<file path="src/rtl/wdt_pkg.sv">
package wdt_pkg;

  // bit positions inside the control word; software decodes these
  localparam int unsigned B_KICK  = 0;
  localparam int unsigned B_RSTEN = 1;
  localparam int unsigned B_RFLAG = 2;
  localparam int unsigned B_WFLAG = 3;
  localparam int unsigned B_ISEL  = 4;
  localparam int unsigned B_IRQEN = 6;
  localparam int unsigned B_EN    = 7;
  localparam int unsigned B_DIV   = 10;
  localparam int unsigned CTRL_W  = 12;

  typedef struct packed {
    logic [1:0] div;
    logic       en;
    logic       irq_en;
    logic [1:0] isel;
    logic       rst_en;
  } wdt_cfg_t;

  // clocks per tick for a divider code
  function automatic int unsigned clocks_per_tick(int unsigned div, int unsigned step);
    return 32'd1 << (div * step);
  endfunction

  // ticks from restart to expiry for an interval code
  function automatic int unsigned ticks_to_expiry(int unsigned isel, int unsigned base_exp);
    return 32'd1 << (base_exp + 2 * isel);
  endfunction

endpackage

</file>
<file path="src/rtl/wdt_prescaler.sv">
module wdt_prescaler #(
  parameter int unsigned DIV_STEP = 3,
  localparam int unsigned PRE_W   = 3 * DIV_STEP
) (
  input  logic             clk,
  input  logic             rst_n,
  input  logic             run,
  input  logic             clr,
  input  logic [1:0]       div,
  output logic             tick,
  output logic [PRE_W-1:0] pre_cnt
);
  import wdt_pkg::*;

  logic [PRE_W-1:0] wrap_tbl [4];

  // terminal value of the prescaler for each divider code
  for (genvar g = 0; g < 4; g++) begin : g_wrap
    assign wrap_tbl[g] = PRE_W'(clocks_per_tick(g, DIV_STEP) - 1);
  end

  logic at_wrap;
  assign at_wrap = (pre_cnt == wrap_tbl[div]);
  assign tick    = run && !clr && at_wrap;

  always_ff @(posedge clk or negedge rst_n) begin
    if (!rst_n)            pre_cnt <= '0;
    else if (clr || !run)  pre_cnt <= '0;
    else if (at_wrap)      pre_cnt <= '0;
    else                   pre_cnt <= pre_cnt + PRE_W'(1);
  end

endmodule

</file>
<file path="src/rtl/wdt_counter.sv">
module wdt_counter #(
  parameter int unsigned BASE_EXP   = 11,
  parameter int unsigned WARN_TICKS = 1024,
  localparam int unsigned CNT_W     = BASE_EXP + 7
) (
  input  logic             clk,
  input  logic             rst_n,
  input  logic             clr,
  input  logic             tick,
  input  logic [1:0]       isel,
  input  logic             rst_en,
  output logic             warn_evt,
  output logic             expire_evt,
  output logic             rst_req,
  output logic [CNT_W-1:0] cnt
);
  import wdt_pkg::*;

  logic [CNT_W-1:0] last_tbl [4];
  logic [CNT_W-1:0] warn_tbl [4];

  // per-interval compare points: final count and warning count
  for (genvar g = 0; g < 4; g++) begin : g_cmp
    assign last_tbl[g] = CNT_W'(ticks_to_expiry(g, BASE_EXP) - 1);
    assign warn_tbl[g] = CNT_W'(ticks_to_expiry(g, BASE_EXP) - WARN_TICKS - 1);
  end

  assign warn_evt   = tick && (cnt == warn_tbl[isel]);
  assign expire_evt = tick && (cnt == last_tbl[isel]);

  always_ff @(posedge clk or negedge rst_n) begin
    if (!rst_n)          cnt <= '0;
    else if (clr)        cnt <= '0;
    else if (expire_evt) cnt <= '0;
    else if (tick)       cnt <= cnt + CNT_W'(1);
  end

  always_ff @(posedge clk or negedge rst_n) begin
    if (!rst_n) rst_req <= 1'b0;
    else        rst_req <= expire_evt && rst_en;
  end

endmodule

</file>
<file path="src/rtl/wdt_regs.sv">
module wdt_regs #(
  parameter int unsigned ADDR_W   = 8,
  parameter int unsigned DATA_W   = 32,
  parameter logic [ADDR_W-1:0] REG_ADDR = '0
) (
  input  logic              clk,
  input  logic              rst_n,
  input  logic              bus_wr,
  input  logic [ADDR_W-1:0] bus_addr,
  input  logic [DATA_W-1:0] bus_wdata,
  input  logic              warn_evt,
  input  logic              expire_evt,
  output wdt_pkg::wdt_cfg_t cfg,
  output logic              wflag,
  output logic              rflag,
  output logic              clr,
  output logic [DATA_W-1:0] bus_rdata
);
  import wdt_pkg::*;

  logic     hit, wr_hit;
  wdt_cfg_t nxt;
  logic     sel_change;
  logic     unused_wdata;

  assign hit    = (bus_addr == REG_ADDR);
  assign wr_hit = bus_wr && hit;

  assign nxt.div    = bus_wdata[B_DIV +: 2];
  assign nxt.en     = bus_wdata[B_EN];
  assign nxt.irq_en = bus_wdata[B_IRQEN];
  assign nxt.isel   = bus_wdata[B_ISEL +: 2];
  assign nxt.rst_en = bus_wdata[B_RSTEN];

  assign unused_wdata = ^{bus_wdata[DATA_W-1:CTRL_W], bus_wdata[9:8]};

  assign sel_change = (nxt.div != cfg.div) || (nxt.isel != cfg.isel);

  // clear the count on stop, kick, start from idle, or select change
  assign clr = wr_hit && (!nxt.en || bus_wdata[B_KICK] || !cfg.en || sel_change);

  always_ff @(posedge clk or negedge rst_n) begin
    if (!rst_n)      cfg <= '0;
    else if (wr_hit) cfg <= nxt;
  end

  // sticky flags: event sets, write-one clears, set wins
  always_ff @(posedge clk or negedge rst_n) begin
    if (!rst_n) begin
      wflag <= 1'b0;
      rflag <= 1'b0;
    end else begin
      wflag <= (wflag && !(wr_hit && bus_wdata[B_WFLAG])) || warn_evt;
      rflag <= (rflag && !(wr_hit && bus_wdata[B_RFLAG])) || (expire_evt && cfg.rst_en);
    end
  end

  always_comb begin
    bus_rdata = '0;
    if (hit) begin
      bus_rdata[B_DIV +: 2]  = cfg.div;
      bus_rdata[B_EN]        = cfg.en;
      bus_rdata[B_IRQEN]     = cfg.irq_en;
      bus_rdata[B_ISEL +: 2] = cfg.isel;
      bus_rdata[B_WFLAG]     = wflag;
      bus_rdata[B_RFLAG]     = rflag;
      bus_rdata[B_RSTEN]     = cfg.rst_en;
    end
  end

  a_r5_wflag_source: assert property (@(posedge clk) disable iff (!rst_n)
    $rose(wflag) |-> $past(warn_evt));

  a_r12_rflag_source: assert property (@(posedge clk) disable iff (!rst_n)
    $rose(rflag) |-> $past(expire_evt && cfg.rst_en));

endmodule

</file>
<file path="src/rtl/prewarn_watchdog.sv">
module prewarn_watchdog #(
  parameter int unsigned ADDR_W     = 8,
  parameter int unsigned DATA_W     = 32,
  parameter logic [ADDR_W-1:0] REG_ADDR = '0,
  parameter int unsigned DIV_STEP   = 3,
  parameter int unsigned BASE_EXP   = 11,
  parameter int unsigned WARN_TICKS = 1024
) (
  input  logic              clk,
  input  logic              rst_n,
  input  logic              bus_wr,
  input  logic [ADDR_W-1:0] bus_addr,
  input  logic [DATA_W-1:0] bus_wdata,
  output logic [DATA_W-1:0] bus_rdata,
  output logic              irq,
  output logic              rst_req
);
  import wdt_pkg::*;

  localparam int unsigned PRE_W = 3 * DIV_STEP;
  localparam int unsigned CNT_W = BASE_EXP + 7;

  wdt_cfg_t         cfg;
  logic             wflag, rflag, clr, tick, warn_evt, expire_evt;
  logic [PRE_W-1:0] pre_cnt;
  logic [CNT_W-1:0] cnt;

  wdt_regs #(.ADDR_W(ADDR_W), .DATA_W(DATA_W), .REG_ADDR(REG_ADDR)) u_regs (
    .clk(clk), .rst_n(rst_n), .bus_wr(bus_wr), .bus_addr(bus_addr),
    .bus_wdata(bus_wdata), .warn_evt(warn_evt), .expire_evt(expire_evt),
    .cfg(cfg), .wflag(wflag), .rflag(rflag), .clr(clr), .bus_rdata(bus_rdata)
  );

  wdt_prescaler #(.DIV_STEP(DIV_STEP)) u_pre (
    .clk(clk), .rst_n(rst_n), .run(cfg.en), .clr(clr), .div(cfg.div),
    .tick(tick), .pre_cnt(pre_cnt)
  );

  wdt_counter #(.BASE_EXP(BASE_EXP), .WARN_TICKS(WARN_TICKS)) u_cnt (
    .clk(clk), .rst_n(rst_n), .clr(clr), .tick(tick), .isel(cfg.isel),
    .rst_en(cfg.rst_en), .warn_evt(warn_evt), .expire_evt(expire_evt),
    .rst_req(rst_req), .cnt(cnt)
  );

  assign irq = wflag && cfg.irq_en;

  a_r8_single_pulse: assert property (@(posedge clk) disable iff (!rst_n)
    rst_req |=> !rst_req);

  a_r8_req_sets_flag: assert property (@(posedge clk) disable iff (!rst_n)
    rst_req |-> rflag);

  a_r6_clear_zeroes: assert property (@(posedge clk) disable iff (!rst_n)
    clr |=> (cnt == '0) && (pre_cnt == '0));

  a_r9_idle_zero: assert property (@(posedge clk) disable iff (!rst_n)
    (!cfg.en && $past(!cfg.en)) |-> (cnt == '0) && !tick);

endmodule

</file>
<file path="config.mk">
export PLATFORM = sky130hd
export DESIGN_NAME = prewarn_watchdog
export DESIGN_NICKNAME = d
export VERILOG_FILES = /design/src/rtl/wdt_pkg.sv /design/src/rtl/wdt_prescaler.sv /design/src/rtl/wdt_counter.sv /design/src/rtl/wdt_regs.sv /design/src/rtl/prewarn_watchdog.sv
export SDC_FILE = /design/constraint.sdc
export NUM_CORES = 1
export LEC_CHECK = 0
export ABC_CLOCK_PERIOD_IN_PS = 4000
export BUFFER_PORTS_ARGS = -buffer_cell sky130_fd_sc_hd__buf_2
export CAP_MARGIN = 20
export CORE_MARGIN = 2
export CORE_UTILIZATION = 56
export CTS_BUF_LIST = sky130_fd_sc_hd__clkbuf_2
export DETAILED_ROUTE_END_ITERATION = 8
export PLACE_DENSITY_LB_ADDON = 0.08
export SYNTH_ARGS = -nofsm -noshare
export SYNTH_HDL_FRONTEND = slang
export SYNTH_SLANG_ARGS = --single-unit
</file>
<file path="constraint.sdc">
create_clock -name clk -period 4 [get_ports clk]
set_clock_uncertainty 0.2 [all_clocks]
set_input_delay 0.4 -clock clk [delete_from_list [all_inputs] [get_ports clk]]
set_output_delay 0.4 -clock clk [all_outputs]
set_load 0.005 [all_outputs]
</file>
==> key figures, run 1 <==
Critical path
  – CP max-delay cell: a221o_1
  – Number of buffers and inverters on the critical path: 0
  – Delay-heaviest family, CP: compound AO/OA/AOI/OAI gates
  – Crit path depth: 5
  – Crit path from: u_regs.cfg[6]
  – Worst EP required: 4140 ps
  – CP Capture Type: flip-flop
  – Critical Path Fanout Max: 25
  – R2R cell count: 5
  – CP Cell Sequence: nor4_1 -> o21ai_1 -> a221o_1 -> or4_1 -> a21oi_1
  – Worst R2R Start: u_regs.cfg[6]
  – Setup Crit Path Kind: reg2reg
  – Worst Path Arrival: 2810 ps
  – Slowest stage delay, CP: 690 ps
  – Worst setup SP type: flip-flop

Route
  – DRC: 0
  – DR vias: 2057
  – Post-DR wirelength/cell: 14.14 um
  – Routed WL: 4993 um
  – Iter 0 DRT Violations: 113
  – Drt via density: 5.827
  – Antenna viol nets, final: 0
  – Drt first pass iters: 4

STA
  – Final worst path period share: 0.6676
  – Final hold vios: 0
  – TNS Setup: 0 ps
  – Worst Setup Slack, final: 1330 ps
  – Worst slew pin tran: 850.2 ps
  – Final min period: 2670 ps
  – Final setup vio count: 0
  – RSZ-0062 raised after global routing: no
  – Max-slew violations: 0
  – Hold_ws: 44.90 ps
  – Worst slew margin: 0.4332
  – F_max: 0.3745 GHz

Cells and area
  – Layout Nets: 347
  – Final std cells w/o fill: 353
  – Commonest non-fill, non-tap cell in the layout: dfrtp_1
  – Filler cell count: 371
  – Area grow syn2layout: 6.048%
  – Most frequent cells in the layout: dfrtp_1, buf_2, nand3_1, conb_1, nor2_1
  – Share of cells above drive strength 1: 0.1716
  – Number of diodes: 0

Pwr
  – P_sw: 0.2409 mW
  – Worst vdd ir: 241.9 uV
  – Cell Int Power: 0.5046 mW
  – PnR Total Power: 0.7454 mW
  – Switching Fraction: 0.3231
  – Seq pwr share: 0.598
  – PwrDens: 292.9 nW/um2
  – Clock share of power: 0.227
  – LEAKAGE: 1.171 nW
  – Comb power frac: 0.175

Global route
  – GRT Total Usage: 0.2149
  – Pin count of the biggest net entering global routing: 38
  – Vias in the first global route: 1787
  – First-pass GRT wire length: 8418 um
  – Antenna violations before repair: 0
  – GRT overflow: 0

Yosys
  – Synth Area in Compound Gates: 0.1309
  – Post-synthesis instance total: 274
  – FFs w/ async S/R, synth: 1.000
  – Mapped Area: 2400 um2
  – Yosys reg bits: 37
  – Post-Synth Simple-Gate Area: 0.2815
  – EDFF count, synth: 0
  – Post-Synth Adder-Cell Area: 0.01043
  – Mapped Avg Cell Area: 8.758 um2
  – Post-synthesis cell type count: 45
  – Post-synth top flop: dfrtp_1
  – Sequential fraction of the synthesis area: 0.3858
  – Main combinational cell family by area after synthesis: simple AND/OR/NAND/NOR gates
  – Synth Area in XOR/XNOR: 0.04380
  – Multiplexer area fraction after synthesis: 0.03285
  – Syn. warnings: 0

Floorplanning
  – Die W: 69.46 um
  – Die ar.: 4825 um2
  – Die height: 69.46 um
  – Boundary pin count: 77
  – Initial Util: 0.5914
  – Core area: 4058 um2
  – Core Rows: 23

Status
  – Status: complete, no violations

Placement
  – Post-Place Cells: 343
  – DP Wirelength: 3531 um
  – Gpl congestion: 0.7535
  – DP Worst Slack: 1349 ps
  – PortBufs: 31

Worst hold path
  – Worst hold path type: in2reg
  – Worst hold path depth: 2
  – Hold Startpoint: bus_wdata[6]

Clock network
  – Total CTS buffers: 5
  – Clk_lat worst skew: 390 ps
  – Post-CTS Setup Inserts: 0
  – Clock slew at reported path FFs: 190 ps
  – Clk sinks: 37
  – CTS tree: done
  – Htree depth: 2
  – Clock Path Buffers: 2
  – Root Driver: clkbuf_2

Flow run
  – Maximum Capacitance Violations: 0
-- cell type report --
| type | count | area, um2 | area share |
|---|---|---|---|
| Multi-Input combinational cell | 214 | 1285 | 0.5049 |
| Sequential cell | 37 | 925.9 | 0.3638 |
| Timing Repair Buffer | 37 | 205.2 | 0.08063 |
| Tap cell | 50 | 62.56 | 0.02458 |
| Clock buffer | 6 | 30.03 | 0.01180 |
| Inverter | 7 | 26.28 | 0.01032 |
| Clock inverter | 2 | 10.01 | 0.003933 |
-- synth_stat cells (3+ instances only) --
| master | count | share of area |
|---|---|---|
| nand3_1 | 30 | 0.063 |
| nor2_1 | 21 | 0.033 |
| xnor2_1 | 10 | 0.036 |
| nor3_1 | 4 | 0.0083 |
| nor4_1 | 5 | 0.013 |
| o2111ai_1 | 3 | 0.011 |
| or3_1 | 8 | 0.021 |
| buf_4 | 23 | 0.072 |
| nand4_1 | 14 | 0.036 |
| a21oi_1 | 8 | 0.017 |
| clkbuf_1 | 7 | 0.011 |
| and3_1 | 13 | 0.034 |
| nand2_1 | 16 | 0.025 |
| o31ai_1 | 7 | 0.022 |
| dfrtp_1 | 37 | 0.39 |
| mux2_2 | 7 | 0.033 |
| buf_2 | 7 | 0.015 |
| and4_1 | 3 | 0.011 |
| o21ai_0 | 6 | 0.013 |
| nand4b_1 | 3 | 0.011 |
| o211ai_1 | 5 | 0.016 |
| o21ai_1 | 4 | 0.0083 |
| inv_1 | 7 | 0.011 |
-- sequential cells by signal, summed over array words and instances (netlist names) --
| register | cells |
|---|---|
| u_regs.wflag | 1 |
| u_regs.rflag | 1 |
| u_cnt.cnt | 18 |
| u_regs.cfg | 7 |
| u_pre.pre_cnt | 9 |
| u_cnt.rst_req | 1 |
-- final timing paths --
kind | slack [ps] | endpoint
max in group asynchronous | 2630 | u_regs.cfg[6]
max | 1330 | u_cnt.cnt[12]
min | 40 | u_regs.cfg[3]
max reg2reg | 1330 | u_cnt.cnt[12]
min in group asynchronous | 420 | u_regs.wflag
min reg2reg | 300 | u_pre.pre_cnt[0]
-- timing repair --
item	4_1_cts	5_1_grt
endpoints found under the hold margin	37	1
hold buffers	1	1
gates resized for setup	0	0
setup endpoints to repair	0	0
-- cells by family (layout without fill, tap and decap cells) --
logic type,count (synthesis),after routing
muxes,7,7
AOI/OAI and AO/OA,45,45
DFF,37,37
buffers and inverters,45,52
and+or+nand+nor,125,125
other,1,23
xor gates and xnor gates,12,12
adders and majority gates,2,2
-- metal layers --
metal,share of wire,up-vias,routed length (um),global-route usage
met5,0,-,0,0
met4,0.011,0,57,0.06100
met3,0.063,7,313,0.04942
met2,0.43,63,2152,0.3226
met1,0.49,958,2470,0.3114
li1,-,1029,-,-
-- stage by stage --
stage	instance area, um2	util
finish	2545	0.6272
global route	2545	0.6272
CTS	2535	0.6247
detailed placement	2485	0.6124
global placement	2485	0.6124
floorplan	2482	-
-- power groups by stage --
stage / Clock [mW] / Combinational, mW / Sequential, mW
final: 0.169 / 0.131 / 0.446
after global routing: 0.191 / 0.151 / 0.452
after CTS: 0.175 / 0.131 / 0.445
after detailed placement: 0 / 0.130 / 0.452
after global placement: 0 / 0.126 / 0.450
after floorplan: 0 / 0.114 / 0.440
(Power assumes the default switching activity.)
==> run 2, diff against run 1 <==
--- a/config.mk
+++ b/config.mk
@@ -5,11 +5,11 @@
 export SDC_FILE = /design/constraint.sdc
 export NUM_CORES = 1
 export LEC_CHECK = 0
-export ABC_CLOCK_PERIOD_IN_PS = 4000
+export ABC_CLOCK_PERIOD_IN_PS = 2400
 export BUFFER_PORTS_ARGS = -buffer_cell sky130_fd_sc_hd__buf_2
 export CAP_MARGIN = 20
 export CORE_MARGIN = 2
-export CORE_UTILIZATION = 56
+export CORE_UTILIZATION = 48
 export CTS_BUF_LIST = sky130_fd_sc_hd__clkbuf_2
 export DETAILED_ROUTE_END_ITERATION = 8
 export PLACE_DENSITY_LB_ADDON = 0.08
==> constraint.sdc (replaced) <==
create_clock -name clk -period 2.4 [get_ports clk]
set_clock_uncertainty 0.2 [all_clocks]
set_input_delay 0.24 -clock clk [delete_from_list [all_inputs] [get_ports clk]]
set_output_delay 0.24 -clock clk [all_outputs]
set_load 0.005 [all_outputs]
==> key figures, run 2 (same netlist as run 1, synthesis figures left out) <==
STA
  – Final hold vios: 0 (unchanged)
  – Final min period: 2304 ps (-366.5 ps)
  – Worst slew margin: 0.4400 (+0.006769)
  – Worst slew pin tran: 840.0 ps (-10.15 ps)
  – Worst Setup Slack, final: 96.25 ps (-1233 ps)
  – F_max: 0.4341 GHz (+16%)
  – Final worst path period share: 0.9599 (+0.2923)
  – Max-slew violations: 0 (unchanged)
  – Final setup vio count: 0 (unchanged)

Cells and area
  – Commonest non-fill, non-tap cell in the layout: dfrtp_1
  – Area grow syn2layout: 19.29%
  – Final std cells w/o fill: 400 (+13%)
  – Max reg flops: 18 (unchanged)
  – Share of cells above drive strength 1: 0.2372 (+0.06562)
  – Most frequent cells in the layout: dfrtp_1, buf_2, nand3_1, buf_4, conb_1
  – Largest regs: u_cnt.cnt x18, u_pre.pre_cnt x9, u_regs.cfg x7
  – Filler cell count: 454 (+22%)
  – Number of diodes: 0 (unchanged)
  – Register Area: 929.6 um2 (+0.41%)
  – Multi-input logic area: 1310 um2 (+1.9%)
  – Layout Nets: 377 (+8.6%)
  – Largest register by flop count: u_cnt.cnt

Clock network
  – Clk_lat worst skew: 380 ps (about the same)
  – Clk sinks: 37 (unchanged)
  – Root Driver: clkbuf_2
  – Clock Path Buffers: 2 (unchanged)
  – Post-CTS Setup Inserts: 0 (unchanged)
  – Htree depth: 2 (unchanged)
  – Clock slew at reported path FFs: 190 ps (about the same)
  – Total CTS buffers: 5 (unchanged)
  – CTS tree: done

Status
  – Status: complete, no violations

Route
  – Post-DR wirelength/cell: 13.63 um (-3.7%)
  – DR vias: 2196 (+6.8%)
  – Drt via density: 5.490 (-5.8%)
  – Antenna viol nets, final: 0 (unchanged)
  – Iter 0 DRT Violations: 131 (+16%)
  – Drt first pass iters: 4 (unchanged)
  – Routed WL: 5450 um (+9.2%)
  – DRC: 0 (unchanged)

Critical path
  – CP max-delay cell: dfrtp_2
  – Delay-heaviest family, CP: simple AND/OR/NAND/NOR gates
  – R2R cell count: 6 (+1)
  – R2r setup slk: 100 ps (-1230 ps)
  – Crit path depth: 6 (+1)
  – Worst EP required: 2520 ps (-1620 ps)
  – Worst setup SP type: flip-flop
  – Setup Crit Path Kind: reg2reg
  – Crit path from: u_regs.cfg[6]
  – CP Cell Sequence: nor4_1 -> o21ai_1 -> a221o_1 -> buf_12 -> or4_1 -> a21oi_1
  – Slowest stage delay, CP: 490 ps (-200 ps)
  – Critical Path Fanout Max: 20 (-20%)
  – Reg2Reg Capture Point: u_cnt.cnt[12]
  – Worst R2R Start: u_regs.cfg[6]
  – Setup crit end: u_cnt.cnt[12]
  – CP Capture Type: flip-flop
  – Worst Path Arrival: 2420 ps (-390 ps)
  – Number of buffers and inverters on the critical path: 1 (+1)

Floorplanning
  – Die ar.: 5581 um2 (+16%)
  – Die height: 74.71 um (+7.6%)
  – Core area: 4786 um2 (+18%)
  – Initial Util: 0.5014 (-0.08999)
  – Boundary pin count: 77 (unchanged)
  – Core Rows: 25 (+8.7%)
  – Die W: 74.71 um (+7.6%)

Placement
  – PortBufs: 31 (unchanged)
  – Gpl congestion: 0.7811 (+3.7%)
  – DP Worst Slack: 61.96 ps (-1287 ps)
  – Post-Place Cells: 382 (+11%)
  – DP Wirelength: 3850 um (+9.0%)

Flow run
  – Maximum Capacitance Violations: 0 (unchanged)

Pwr
  – Worst vdd ir: 373.6 uV (+54%)
  – LEAKAGE: 1.323 nW (+13%)
  – PnR Total Power: 1.266 mW (+70%)
  – PwrDens: 442.1 nW/um2 (+51%)

Global route
  – Antenna violations before repair: 0 (unchanged)
  – Vias in the first global route: 1956 (+9.5%)
  – GRT overflow: 0 (unchanged)
  – Pin count of the biggest net entering global routing: 38 (unchanged)
  – First-pass GRT wire length: 9004 um (+7.0%)
  – GRT Total Usage: 0.2105 (-0.004414)

Worst hold path
  – Worst hold path type: in2reg
  – Worst hold path depth: 4 (+2)
## run 2: stage by stage
step	hold slack (ps)	utilization	setup TNS [ps]	cell area, um2
detailed placement	196.9	0.5634	0	2696
global route	258.1	0.5982	-0.3491	2863
finish	254.5	0.5982	0	2863
CTS	231.3	0.5922	0	2834
global placement	195.5	0.5634	0	2696
floorplan	-255.6	-	0	2482
## run 2: worst min path at each step
stage / from / endpoint / slack [ps]
after detailed placement: rst_n / u_pre.pre_cnt[6] / 200
final: bus_wr / u_regs.cfg[2] / 250
after global routing: bus_wr / u_regs.cfg[3] / 260
after floorplan: rst_n / u_cnt.cnt[0] / -260
after global placement: rst_n / u_pre.pre_cnt[6] / 200
after CTS: bus_wr / u_regs.cfg[2] / 230
## run 2: cell type report
cell class | instances | share of cell area
multi-input combinational | 214 | 0.4576
sequential | 37 | 0.3247
timing repair buffer | 67 | 0.1661
tap | 67 | 0.02928
inverter | 7 | 0.009178
clock buffer | 5 | 0.008741
clock inverter | 3 | 0.004371
## run 2: power breakdown
part / total (mW) / internal [mW] / switching (mW)
clock network: 0.271 / 0.0639 / 0.207
logic: 0.255 / 0.119 / 0.135
registers: 0.740 / 0.676 / 0.0644
total: 1.27 / 0.859 / 0.407
## run 2: routing by layer
metal | up-vias | share of wire | GRT usage
li1 | 1088 | - | -
met2 | 60 | 0.48 | 0.3520
met3 | 5 | 0.050 | 0.04016
met5 | - | 0 | 0
met4 | 0 | 0.0070 | 0.05159
met1 | 1043 | 0.47 | 0.2835
## run 2: repair_timing
action,CTS,global route
hold endpoints to repair,46,0
gates resized for setup,0,7
hold buffers,10,0
endpoints found under the setup margin,0,13
## run 2: tightest hold or removal path, cell delays in order
cell and delay, ps:
buf_2 90, nand3_1 120, buf_4 200, mux2_2 160
==> run 3, diff against run 2 <==
--- a/config.mk
+++ b/config.mk
@@ -9,7 +9,7 @@
 export BUFFER_PORTS_ARGS = -buffer_cell sky130_fd_sc_hd__buf_2
 export CAP_MARGIN = 20
 export CORE_MARGIN = 2
-export CORE_UTILIZATION = 48
+export CORE_UTILIZATION = 45
 export CTS_BUF_LIST = sky130_fd_sc_hd__clkbuf_2
 export DETAILED_ROUTE_END_ITERATION = 8
 export PLACE_DENSITY_LB_ADDON = 0.08
==> key figures, run 3 (same netlist as run 1, synthesis figures left out) <==
Clock network
  – Root Driver: clkbuf_2
  – Total CTS buffers: 5 (unchanged)
  – Clk_lat worst skew: 380 ps (about the same)
  – CTS tree: done
  – Clock slew at reported path FFs: 190 ps (about the same)
  – Clk sinks: 37 (unchanged)
  – Clock Path Buffers: 2 (unchanged)
  – Htree depth: 2 (unchanged)

Route
  – Antenna viol nets, final: 0 (unchanged)
  – DRC: 0 (unchanged)
  – Drt first pass iters: 5 (+1)
  – Drt via density: 5.583 (+1.7%)
  – Iter 0 DRT Violations: 127 (-3.1%)
  – DR vias: 2300 (+4.7%)
  – Post-DR wirelength/cell: 14.14 um (+3.8%)
  – Routed WL: 5826 um (+6.9%)

Cells and area
  – Layout Nets: 386 (+2.4%)
  – Commonest non-fill, non-tap cell in the layout: dfrtp_1
  – Largest regs: u_cnt.cnt x18, u_pre.pre_cnt x9, u_regs.cfg x7
  – Largest register by flop count: u_cnt.cnt
  – Most frequent cells in the layout: dfrtp_1, buf_4, buf_2, nand3_1, conb_1
  – Share of cells above drive strength 1: 0.2719 (+0.03469)
  – Number of diodes: 0 (unchanged)
  – Max reg flops: 18 (unchanged)
  – Area grow syn2layout: 22.89%

Floorplanning
  – Die W: 77.03 um (+3.1%)
  – Initial Util: 0.4669 (-0.03454)
  – Core area: 5140 um2 (+7.4%)
  – Die height: 77.03 um (+3.1%)
  – Die ar.: 5933 um2 (+6.3%)
  – Core Rows: 26 (+4.0%)
  – Boundary pin count: 77 (unchanged)

STA
  – Final min period: 2279 ps (-24.60 ps)
  – Final setup vio count: 0 (unchanged)
  – Worst Setup Slack, final: 120.8 ps (+24.60 ps)
  – Hold_ws: 230.0 ps (-24.53 ps)
  – F_max: 0.4388 GHz (+1.1%)
  – RSZ-0062 raised after global routing: no
  – TNS Setup: 0 ps (unchanged)
  – Final hold vios: 0 (unchanged)
  – Worst slew margin: 0.4492 (+0.009239)
  – Final worst path period share: 0.9496 (-0.01025)
  – Worst slew pin tran: 826.1 ps (-13.86 ps)
  – Max-slew violations: 0 (unchanged)

Critical path
  – Critical Path Fanout Max: 7 (-65%)
  – Setup Crit Path Kind: reg2reg
  – CP Capture Type: flip-flop
  – Delay-heaviest family, CP: compound AO/OA/AOI/OAI gates
  – Slowest stage delay, CP: 500 ps (about the same)
  – Worst EP required: 2520 ps (about the same)
  – Number of buffers and inverters on the critical path: 1 (unchanged)
  – CP Cell Sequence: nor4_2 -> o21ai_1 -> a221o_2 -> buf_4 -> or3_1 -> a21oi_1
  – Worst setup SP type: flip-flop
  – CP max-delay cell: dfrtp_2
  – Worst Path Arrival: 2400 ps (-20 ps)

Placement
  – Gpl congestion: 0.8394 (+7.5%)
  – PortBufs: 31 (unchanged)
  – DP Worst Slack: 21.62 ps (-40.34 ps)
  – DP Wirelength: 4030 um (+4.7%)

Pwr
  – LEAKAGE: 1.371 nW (+3.6%)
  – PwrDens: 437.0 nW/um2 (-1.1%)
  – Worst vdd ir: 298.2 uV (-20%)
  – PnR Total Power: 1.289 mW (+1.8%)

Global route
  – Antenna violations before repair: 0 (unchanged)
  – First-pass GRT wire length: 9625 um (+6.9%)
  – GRT overflow: 0 (unchanged)
  – GRT Total Usage: 0.1981 (-0.01232)
  – Pin count of the biggest net entering global routing: 38 (unchanged)
  – Vias in the first global route: 2072 (+5.9%)

Flow run
  – Maximum Capacitance Violations: 0 (unchanged)

Worst hold path
  – Worst hold path type: in2reg

Status
  – Status: complete, no violations
-- run 3: layout make-up --
class	instances	area (um2)
multi-input cells	215	1338
inverters	7	26.28
fillers	488	2191
well taps	70	87.58
repair buffers	75	526.8
clock buffers	6	30.03
flip-flops and latches	37	930.9
clock inverters	2	10.01
-- run 3: layer usage --
metal  global-route usage  part of all wire  routed length, um  vias up
met5                    0                 0                  0        -
met4              0.05357            0.0096                 56        0
met3              0.02941             0.050                292        8
met2               0.3386              0.47               2747       77
met1               0.2630              0.47               2730     1104
li1                     -                 -                  -     1111
-- run 3: final timing paths --
check,cells after the start,slack [ps],startpoint,to
worst max-delay path,6,120,u_regs.cfg[6],u_cnt.cnt[2]
worst min-delay path,4,230,bus_wr,u_regs.cfg[2]
worst max register to register,6,120,u_regs.cfg[6],u_cnt.cnt[2]
worst min register to register,1,300,u_pre.pre_cnt[0],u_pre.pre_cnt[0]
max in group asynchronous,2,1180,rst_n,u_regs.cfg[1]
min in group asynchronous,2,260,rst_n,u_cnt.cnt[11]
-- run 3: repair_timing --
item	in CTS	in global routing
gates resized for setup	4	10
gates cloned	0	1
pin swaps	0	1
setup endpoints to repair	5	14
buffers inserted	0	5
hold buffers	10	0
hold endpoints to repair	46	0
-- run 3: through the flow --
step	utilization	instances	instance area, um2
6_report	0.5738	412	2949
3_3_place_gp	0.5273	388	2710
2_1_floorplan	-	296	2482
4_1_cts	0.5562	406	2859
3_5_place_dp	0.5273	388	2710
5_1_grt	0.5738	412	2949
-- run 3: report_power, final --
| part | internal, mW | total (mW) | switching [mW] |
|---|---|---|---|
| clock | 0.0733 | 0.280 | 0.207 |
| combinational | 0.125 | 0.268 | 0.143 |
| sequential | 0.676 | 0.741 | 0.0646 |
-- run 3: tightest hold or removal path: cells and delay by family --
kind          cells  cell delay, ps
simple gates      1             100
buf+inv           2             300
mux               1             160
